`config.mk`:
```
export PLATFORM = sky130hd
export DESIGN_NAME = clk_cfg_guard
export DESIGN_NICKNAME = d
export VERILOG_FILES = /design/src/rtl/clk_cfg_pkg.sv /design/src/rtl/cfg_key_seq.sv /design/src/rtl/cfg_read_mux.sv /design/src/rtl/clk_cfg_guard.sv
export SDC_FILE = /design/constraint.sdc
export NUM_CORES = 1
export LEC_CHECK = 0
export BUFFER_PORTS_ARGS = -buffer_cell sky130_fd_sc_hd__buf_2
export CAP_MARGIN = 10
export CORE_MARGIN = 5
export CORE_UTILIZATION = 53
export CTS_BUF_LIST = sky130_fd_sc_hd__clkbuf_8
export DETAILED_ROUTE_END_ITERATION = 10
export PLACE_DENSITY = 0.81
export SLEW_MARGIN = 20
export SYNTH_ARGS = -nofsm -noshare
export SYNTH_HDL_FRONTEND = slang
export SYNTH_SLANG_ARGS = --single-unit
```
`constraint.sdc`:
```
create_clock -name clk -period 1.25 [get_ports clk]
set_input_delay 0 -clock clk [delete_from_list [all_inputs] [get_ports clk]]
set_output_delay 0 -clock clk [all_outputs]
set_load 0.02 [all_outputs]
```
`src/rtl/clk_cfg_pkg.sv`:
```
package clk_cfg_pkg;
    localparam int ADDR_W = 4;
    localparam int DATA_W = 8;

    localparam logic [ADDR_W-1:0] A_SRC_KEY1 = 4'h0;
    localparam logic [ADDR_W-1:0] A_SRC_REG  = 4'h1;
    localparam logic [ADDR_W-1:0] A_SRC_KEY2 = 4'h2;
    localparam logic [ADDR_W-1:0] A_PWR_KEY1 = 4'h4;
    localparam logic [ADDR_W-1:0] A_PWR_REG  = 4'h5;
    localparam logic [ADDR_W-1:0] A_PWR_KEY2 = 4'h6;

    localparam logic [DATA_W-1:0] SRC_UNLOCK  = 8'hAA;
    localparam logic [DATA_W-1:0] SRC_CONFIRM = 8'h55;
    localparam logic [DATA_W-1:0] PWR_UNLOCK  = 8'h01;
    localparam logic [DATA_W-1:0] PWR_CONFIRM = 8'hF4;

    localparam logic [DATA_W-1:0] SRC_MASK  = 8'h23;
    localparam logic [DATA_W-1:0] PWR_MASK  = 8'h77;
    localparam logic [DATA_W-1:0] SRC_RESET = 8'h21;
    localparam logic [DATA_W-1:0] PWR_RESET = 8'h03;

    typedef enum logic [1:0] {
        PH_IDLE   = 2'd0,
        PH_ARMED  = 2'd1,
        PH_STAGED = 2'd2
    } phase_e;

    typedef struct packed {
        phase_e              phase;
        logic [DATA_W-1:0]   stage;
        logic [DATA_W-1:0]   live;
    } seq_state_t;
endpackage

```
`src/rtl/cfg_key_seq.sv`:
```
module cfg_key_seq
    import clk_cfg_pkg::*;
#(
    parameter logic [ADDR_W-1:0] KEY1_ADDR = 4'h0,
    parameter logic [ADDR_W-1:0] REG_ADDR  = 4'h1,
    parameter logic [ADDR_W-1:0] KEY2_ADDR = 4'h2,
    parameter logic [DATA_W-1:0] KEY1_VAL  = 8'hAA,
    parameter logic [DATA_W-1:0] KEY2_VAL  = 8'h55,
    parameter logic [DATA_W-1:0] FIELD_MASK = 8'hFF,
    parameter logic [DATA_W-1:0] RESET_VAL = 8'h00
) (
    input  logic              clk,
    input  logic              rst_n,
    input  logic [ADDR_W-1:0] bus_addr,
    input  logic              bus_we,
    input  logic [DATA_W-1:0] bus_wdata,
    output logic [DATA_W-1:0] live_val
);
    seq_state_t st_d, st_q;

    logic hit_key1, hit_reg, hit_key2;

    always_comb begin
        hit_key1 = bus_we && (bus_addr == KEY1_ADDR) && (bus_wdata == KEY1_VAL);
        hit_reg  = bus_we && (bus_addr == REG_ADDR);
        hit_key2 = bus_we && (bus_addr == KEY2_ADDR) && (bus_wdata == KEY2_VAL);

        st_d = st_q;
        if (bus_we) begin
            unique case (st_q.phase)
                PH_IDLE: begin
                    if (hit_key1) begin
                        st_d.phase = PH_ARMED;
                    end
                end
                PH_ARMED: begin
                    if (hit_reg) begin
                        st_d.phase = PH_STAGED;
                        st_d.stage = bus_wdata & FIELD_MASK;
                    end else begin
                        st_d.phase = PH_IDLE;
                        st_d.stage = '0;
                    end
                end
                PH_STAGED: begin
                    if (hit_key2) begin
                        st_d.live = st_q.stage;
                    end
                    st_d.phase = PH_IDLE;
                    st_d.stage = '0;
                end
                default: begin
                    st_d.phase = PH_IDLE;
                    st_d.stage = '0;
                end
            endcase
        end
    end

    always_ff @(posedge clk) begin
        if (!rst_n) begin
            st_q.phase <= PH_IDLE;
            st_q.stage <= '0;
            st_q.live  <= RESET_VAL & FIELD_MASK;
        end else begin
            st_q <= st_d;
        end
    end

    assign live_val = st_q.live;
endmodule

```
`src/rtl/cfg_read_mux.sv`:
```
module cfg_read_mux
    import clk_cfg_pkg::*;
(
    input  logic [ADDR_W-1:0] rd_addr,
    input  logic [DATA_W-1:0] src_val,
    input  logic [DATA_W-1:0] pwr_val,
    output logic [DATA_W-1:0] rd_data
);
    always_comb begin
        unique case (rd_addr)
            A_SRC_REG: rd_data = src_val;
            A_PWR_REG: rd_data = pwr_val;
            default:   rd_data = '0;
        endcase
    end
endmodule

```
`src/rtl/clk_cfg_guard.sv`:
```
module clk_cfg_guard
    import clk_cfg_pkg::*;
(
    input  logic              clk,
    input  logic              rst_n,
    input  logic [ADDR_W-1:0] bus_addr,
    input  logic              bus_we,
    input  logic [DATA_W-1:0] bus_wdata,
    output logic [DATA_W-1:0] bus_rdata,
    output logic              ref_internal,
    output logic [1:0]        clk_mode,
    output logic [2:0]        op_mode,
    output logic [2:0]        cpu_div
);
    logic [DATA_W-1:0] src_live;
    logic [DATA_W-1:0] pwr_live;

    cfg_key_seq #(
        .KEY1_ADDR (A_SRC_KEY1),
        .REG_ADDR  (A_SRC_REG),
        .KEY2_ADDR (A_SRC_KEY2),
        .KEY1_VAL  (SRC_UNLOCK),
        .KEY2_VAL  (SRC_CONFIRM),
        .FIELD_MASK(SRC_MASK),
        .RESET_VAL (SRC_RESET)
    ) u_src_seq (
        .clk      (clk),
        .rst_n    (rst_n),
        .bus_addr (bus_addr),
        .bus_we   (bus_we),
        .bus_wdata(bus_wdata),
        .live_val (src_live)
    );

    cfg_key_seq #(
        .KEY1_ADDR (A_PWR_KEY1),
        .REG_ADDR  (A_PWR_REG),
        .KEY2_ADDR (A_PWR_KEY2),
        .KEY1_VAL  (PWR_UNLOCK),
        .KEY2_VAL  (PWR_CONFIRM),
        .FIELD_MASK(PWR_MASK),
        .RESET_VAL (PWR_RESET)
    ) u_pwr_seq (
        .clk      (clk),
        .rst_n    (rst_n),
        .bus_addr (bus_addr),
        .bus_we   (bus_we),
        .bus_wdata(bus_wdata),
        .live_val (pwr_live)
    );

    cfg_read_mux u_rd_mux (
        .rd_addr(bus_addr),
        .src_val(src_live),
        .pwr_val(pwr_live),
        .rd_data(bus_rdata)
    );

    assign ref_internal = src_live[5];
    assign clk_mode     = src_live[1:0];
    assign op_mode      = pwr_live[6:4];
    assign cpu_div      = pwr_live[2:0];
endmodule

```
After elaboration in Yosys (flattened, before gate mapping)
Index checks and enable logic that the tools add are counted.
Cells by class
  eq/ne operators: 15
  mux-type cells: 9
  bitwise gates (word level): 2
  reductions and logical operators: 19
Operators by type and width (count)
  8-bit case mux with 2 select lines: 3
  10-bit two-way mux: 2
  8-bit == test (second input constant): 2
  4-bit by 3-bit == test with 1-bit output (second input constant): 3
  1-bit logical AND: 10
  8-bit by 1-bit == test with 1-bit output (second input constant): 1
  8-bit by 7-bit == test with 1-bit output (second input constant): 1
  2-bit case mux with 2 select lines: 2
  2-bit AND reduction: 4
  3-bit AND reduction: 2
  2-bit by 1-bit == test with 1-bit output (second input constant): 2
  2-bit == test (second input constant): 2
  4-bit by 1-bit == test with 1-bit output (second input constant): 1
  4-bit by 2-bit == test with 1-bit output (second input constant): 1
  2-bit logical NOT: 2
  4-bit logical NOT: 1
  2-bit two-way mux: 2
  2-bit by 1-bit != test with 1-bit output (second input constant): 2
  1-bit inverter: 2
Word-level totals
  bits in registers: 36
  output and inout port bits: 17
  word-level logic and storage cells: 51

Logic depth before layout (Yosys ltp)
Gate-level depths: netlist of run 1.
  word-level depth: 5
  gate-level depth with buffers: 5
  gate-level depth less buffers: 3

Hierarchy
A second synthesis of run 1 with hierarchy kept.
Second synthesis, totals
  cell total of the unflattened synthesis: 146
  area, all modules: 1288.7 um^2
Modules (own cells, without submodules)
  cfg_key_seq at u_pwr_seq: instances 1, cells an instance 76, area an instance 660.6 um^2, seq. area each 280.3 um^2
  cfg_key_seq at u_src_seq: instances 1, cells an instance 51, area an instance 493.0 um^2, seq. area each 160.2 um^2
  cfg_read_mux: instances 1, cells an instance 19, area an instance 135.1 um^2, seq. area each 0.0 um^2

Worst setup path after synthesis of run 1
Ideal clock, no wire load.
  path type: input-to-reg
  start: input bus_wdata[1]
  end: register u_pwr_seq.st_q, in the netlist u_pwr_seq.live_val[0]
  data arrival time: 1067 ps
  required time: 1178 ps
  slack: 111 ps
  cell stages on the path: 4
  cells stage by stage: or4b_1 -> and4bb_1 -> buf_6 -> mux2i_1
Between the ends
  word-level cells in the longest chain between the ends: 3
Ends and longest elaborated chain
  from (decl): line clk_cfg_guard.sv:8  | input logic [DATA_W-1:0] bus_wdata,
  8-bit == test: line cfg_key_seq.sv:26  | hit_key2 = bus_we && (bus_addr == KEY2_ADDR) && (bus_wdata == KEY2_VAL);
  1-bit logical AND: line cfg_key_seq.sv:26
  3-bit AND reduction (no source line)
  to (signal assigned): line cfg_key_seq.sv:66  | st_q <= st_d;
  to (decl): line cfg_key_seq.sv:19  | seq_state_t st_d, st_q;
No other way between the ends.
A chain may end at the register's enable or synchronous reset.

Worst setup path after layout of run 1
  start: register u_pwr_seq.st_q[16] in the netlist's numbering
  end: register u_pwr_seq.st_q, in the netlist u_pwr_seq.live_val[1]
Between the ends
  word-level cells in the longest chain between the ends: 2
Ends and longest elaborated chain
  2-bit == test: line cfg_key_seq.sv:30  | unique case (st_q.phase)
  3-bit AND reduction (no source line)
No other way between the ends.

==> flow_summary.json, run 1 <==
{
  "status": "finished, final reports clean",
  "area_growth_pct": 18.9,
  "slowest_delay_ns": 0.34,
  "h-tree-depth": 1,
  "grt_max_degree": 32,
  "synth-async-reset-ratio": 0,
  "finalSetupViolations": 0,
  "clock_sinks": 22,
  "period_needed_ns": 1.22,
  "ios": 32,
  "synth_most_common_cell": "dfxtp_1",
  "dp_hpwl_um": 1970,
  "cp.arrival_ns": 1.42,
  "synth_cell_types": 28,
  "yosys_warnings": 0,
  "crit_buf_inv": 1,
  "cts_tree": "done",
  "postRouteAntennaNets": 0,
  "grt_first_pass_wirelength_um": 4460,
  "drv_cap": 0,
  "start_kind": "flip-flop",
  "syn-cell-area_mm2": 0.00116,
  "p_leak_nw": 0.578,
  "clockBufferDepth": 2,
  "reg2reg_slack_ns": 0.03,
  "num_rows": 17,
  "hold_slack_ns": 0.0580,
  "synth.area.top_cells": "dfxtp_1 (38%), nor2b_1 (11%), mux2i_1 (10%)",
  "cts_root_buffer": "clkbuf_8",
  "cts_buffers": 3,
  "fin_crit_sh": 0.979,
  "synth_ff_type": "dfxtp_1",
  "synthCells": 125,
  "wire_per_inst_um": 15.2,
  "p_per_area_mw_per_mm2": 1070,
  "grtUsageTotal": 0.174,
  "synth_area_leader_cell": "dfxtp_1",
  "cts.reportedPaths.clkPinSlew_ns": 0.08,
  "cp_max_fo": 6,
  "antenna_found_initial": 0,
  "die_y_um": 56.8,
  "final_nets": 167,
  "path_cells": "nor4bb_1 > and4bb_1 > buf_6 > mux2i_1",
  "detail_route.iter0.violations": 37,
  "ctsHoldBuffers": 0,
  "maxSlewHeadroom": 0.632,
  "drc_errors": 0,
  "synth_top_area_frac": 0.379,
  "total_power_mw": 1.48,
  "crit_required_ns": 1.44,
  "clock_skew_ns": 0.00415,
  "hp-class": "in2reg",
  "antennaDiodeCount": 0,
  "cp-end-kind": "flip-flop",
  "synthTopCellsByCount": "dfxtp_1 (22), nor2b_1 (20), mux2i_1 (12), nand2_1 (12), buf_4 (10)",
  "synth_seq_cells": 22,
  "yosysSeqAreaShare": 0.379,
  "drt-total-wl_um": 2720,
  "grt_pass1_vias": 976,
  "clk_latency_ns": 0.26,
  "vias": 993,
  "synth_enable_flop_cells": 0,
  "design.core.area_mm2": 0.00215,
  "drive_above_1_share": 0.305,
  "synth.avg_cell_area_um2": 9.29,
  "drv_slew": 0,
  "vdd_drop_max_v": 0.000726,
  "initial_core_util": 0.540,
  "viasPerCell": 5.55,
  "die_area_mm2": 0.00323,
  "rsz0062_at_grt": "yes",
  "tns_ns": 0,
  "hold_viol": 0,
  "fmax_mhz": 817,
  "firstDrtPassIters": 4,
  "critPathTopFamily": "simple AND/OR/NAND/NOR gates",
  "portBuffers": 29,
  "max_slew.worst_pin.slew_ns": 0.550,
  "crit_type": "reg2reg",
  "globalplace.congestion": 0.901,
  "grt_overflow": 0,
  "die_w_um": 56.8,
  "cpMaxStageDelayCell": "dfxtp_2"
}
-- per-layer routing --
metal / part of all wire / vias up / global-route usage
met4: 0.013 / 0 / 0.0795
met5: 0 / - / 0
met2: 0.49 / 44 / 0.290
met1: 0.42 / 459 / 0.219
li1: - / 484 / -
met3: 0.081 / 6 / 0.0230
-- cells by family after synthesis --
| logic type | Yosys count | synth area share |
|---|---|---|
| AND/OR/NAND/NOR | 58 | 0.319 |
| flip-flops | 22 | 0.379 |
| buffers and inverters | 17 | 0.0948 |
| AO/OA/AOI/OAI | 15 | 0.100 |
| multiplexers | 12 | 0.103 |
| other | 1 | 0.00323 |
-- registers in the layout, indices dropped and copies added (netlist names) --
name and count:
u_pwr_seq.live_val 6, u_src_seq.live_val 3, u_src_seq.st_q 5, u_pwr_seq.st_q 8
-- final cells by class --
cell class | count | area, µm²
clock buffers | 3 | 41.3
clock inverters | 1 | 30.0
fillers | 189 | 768
multi-input cells | 87 | 614
flip-flops and latches | 22 | 443
well taps | 28 | 35.0
repair buffers | 38 | 216
-- final timing paths --
check,endpoint,from,depth (start not counted)
setup reg to reg,u_pwr_seq.live_val[1],u_pwr_seq.st_q[16],4
hold reg to reg,u_src_seq.live_val[1],u_src_seq.st_q[9],2
setup / recovery,u_pwr_seq.live_val[1],u_pwr_seq.st_q[16],4
hold / removal,u_pwr_seq.st_q[14],bus_wdata[6],3
-- report_power, final --
part | internal [mW] | switching, mW | leakage, nW
registers | 0.700 | 0.00000985 | 0.178
clock network | 0.427 | 0.227 | 0.0357
logic | 0.0551 | 0.0674 | 0.364
-- stage by stage --
step | worst slack (ns) | cells | instance area [µm²] | utilization
CTS | 0.00548 | 178 | 1370 | 0.638
finish | 0.0257 | 179 | 1380 | 0.642
floorplan | 0.111 | 126 | 1160 | -
global route | -0.0263 | 179 | 1380 | 0.642
detailed placement | -0.107 | 174 | 1290 | 0.603
global placement | -0.0437 | 174 | 1290 | 0.603
-- tightest hold or removal path, cell delays in order --
cell	delay, ns
buf_2	0.10
a32oi_1	0.08
nor2b_1	0.10
-- timing repair --
action | in CTS | in global routing
endpoints found under the setup margin | 2 | 8
resized for setup | 1 | 3
setup buffers | 0 | 1
cloned | 0 | 0
hold endpoints to repair | 0 | 0
pin swaps | 1 | 2
-- placed cells by master (no fill, tap or decap), types with 2 or more instances in the layout --
cell type / count
nor4b_1: 2
a41oi_1: 2
a21oi_1: 2
buf_2: 29
and3b_1: 2
and2_1: 3
a32oi_1: 9
and2b_1: 2
nor2_1: 5
nor2b_1: 20
nand2_1: 12
dfxtp_1: 20
mux2i_1: 12
buf_4: 8
conb_1: 2
nor3b_1: 2
nor4bb_1: 3
dfxtp_2: 2
clkbuf_8: 3
o21ai_1: 2
Power figures use the tool's default switching activity.
==> inputs of run 2 (changes only) <==
--- a/config.mk
+++ b/config.mk
@@ -7,6 +7,7 @@
 export LEC_CHECK = 0
 export BUFFER_PORTS_ARGS = -buffer_cell sky130_fd_sc_hd__buf_2
 export CAP_MARGIN = 10
+export CORE_ASPECT_RATIO = 1.1
 export CORE_MARGIN = 5
 export CORE_UTILIZATION = 53
 export CTS_BUF_LIST = sky130_fd_sc_hd__clkbuf_8
==> flow_summary.json, run 2 (same netlist as run 1, synthesis figures left out) <==
{
  "drv_cap": 0,
  "grt_pass1_vias": 970,
  "hold_viol": 0,
  "drive_above_1_share": 0.327,
  "finalInstanceArea_mm2": 0.00139,
  "fin_crit_sh": 1.06,
  "status": "finished, violations left",
  "cts_tree": "done",
  "antennaDiodeCount": 0,
  "viasPerCell": 5.49,
  "p_leak_nw": 0.583,
  "reg2reg_slack_ns": -0.07,
  "cts_buffers": 3,
  "die_area_mm2": 0.00323,
  "placed_cell_area_mm2": 0.00131,
  "start_kind": "flip-flop",
  "dpl_worst_slack_ns": -0.127,
  "grt_overflow": 0,
  "grt_first_pass_wirelength_um": 4330,
  "postRouteAntennaNets": 0,
  "cp.arrival_ns": 1.47,
  "clockBufferDepth": 2,
  "dp_hpwl_um": 2070,
  "h-tree-depth": 1,
  "rsz0062_at_grt": "yes",
  "drc_errors": 0,
  "design.core.area_mm2": 0.00204,
  "crit_required_ns": 1.40,
  "portBuffers": 29,
  "final_cell_mix": "buf_2 (29), nor2b_1 (20), dfxtp_1 (20), nand2_1 (12), mux2i_1 (11)",
  "die_w_um": 54.6,
  "ctsHoldBuffers": 0,
  "p_per_area_mw_per_mm2": 951,
  "firstDrtPassIters": 4,
  "min_from": "bus_wdata[6]",
  "r2r-end": "u_src_seq.live_val[0]",
  "wire_per_inst_um": 15.4,
  "cp_max_fo": 3,
  "detail_route.iter0.violations": 17,
  "largest-register": "u_pwr_seq.st_q",
  "crit_type": "reg2reg",
  "violations": "setup timing",
  "cts_root_buffer": "clkbuf_8",
  "fin_cells": 181,
  "cts.reportedPaths.clkPinSlew_ns": 0.07,
  "final_nets": 169,
  "finalSetupViolations": 3,
  "drt-total-wl_um": 2780,
  "vdd_drop_max_v": 0.000658,
  "regToRegStartpoint": "u_src_seq.st_q[16]",
  "initial_core_util": 0.569,
  "final_common_cell": "buf_2",
  "drv_slew": 0,
  "clock_skew_ns": 0.00101,
  "ios": 32,
  "die_y_um": 59.1,
  "vias": 994,
  "clk_latency_ns": 0.26,
  "grtUsageTotal": 0.182,
  "clock_sinks": 22,
  "fmax_mhz": 758,
  "hp-class": "in2reg",
  "grt_max_degree": 32,
  "period_needed_ns": 1.32,
  "setup_slack_ns": -0.0700,
  "num_rows": 17,
  "globalplace.congestion": 0.912,
  "area_growth_pct": 19.4,
  "cp-end-kind": "flip-flop",
  "crit_end": "u_src_seq.live_val[0]",
  "max_slew.worst_pin.slew_ns": 0.512,
  "reg2reg_depth": 4,
  "place_inst": 176,
  "maxSlewHeadroom": 0.658,
  "largest_reg_flops": 8,
  "cp-startpoint": "u_src_seq.st_q[16]",
  "antenna_found_initial": 0
}
==> run 2: layout make-up <==
cell class | instances | area, µm²
timing repair buffer | 40 | 231
clock buffer | 4 | 55.1
tap | 28 | 35.0
fill | 179 | 656
sequential | 22 | 443
multi-input combinational | 87 | 622
==> run 2: critical path, stage by stage, from the launching register on <==
cell and delay (ns):
dfxtp_1 0.32, nor4b_1 0.44, nand4bb_1 0.15, buf_4 0.18
mux2i_1 0.11
==> run 2: repair_timing <==
action                     4_1_cts  5_1_grt
pin swaps                        2        0
setup buffers                    0        1
setup endpoints to repair        2       16
gates resized for setup          1        5
==> run 2: where the power goes <==
| part | total [mW] | internal (mW) | leakage [nW] | switching [mW] |
|---|---|---|---|---|
| clock network | 0.496 | 0.280 | 0.0288 | 0.216 |
| registers | 0.700 | 0.700 | 0.178 | 0.00000819 |
| logic | 0.122 | 0.0552 | 0.375 | 0.0667 |
| total | 1.32 | 1.04 | 0.583 | 0.283 |
==> run 2: per-layer routing <==
layer  global-route usage  wire, µm  vias up  part of all wire
li1                     -         -      488                 -
met1                0.230      1120      463              0.40
met2                0.302      1450       37              0.52
met3               0.0302       167        6             0.060
met4               0.0712        42        0             0.015
met5                    0         0        -                 0
==> run 2: how the worst min path moves through the flow <==
stage	slack (ns)	to	cells after the start
2_1_floorplan	0.19	u_pwr_seq.st_q[10]	2
3_3_place_gp	0.31	u_pwr_seq.st_q[12]	3
3_5_place_dp	0.33	u_pwr_seq.st_q[14]	3
4_1_cts	0.07	u_pwr_seq.st_q[14]	3
5_1_grt	0.09	u_src_seq.st_q[13]	3
6_report	0.07	u_pwr_seq.st_q[14]	3
==> run 2: per-stage QoR <==
step                hold WS, ns  utilization  total power [mW]  TNS [ns]
floorplan                 0.188            -             0.780         0
global placement          0.315        0.642             0.833    -0.366
detailed placement        0.334        0.642             0.835    -0.687
CTS                      0.0682        0.669              1.32  -0.00496
global route             0.0918        0.679              1.38    -0.626
finish                   0.0667        0.679              1.32    -0.202
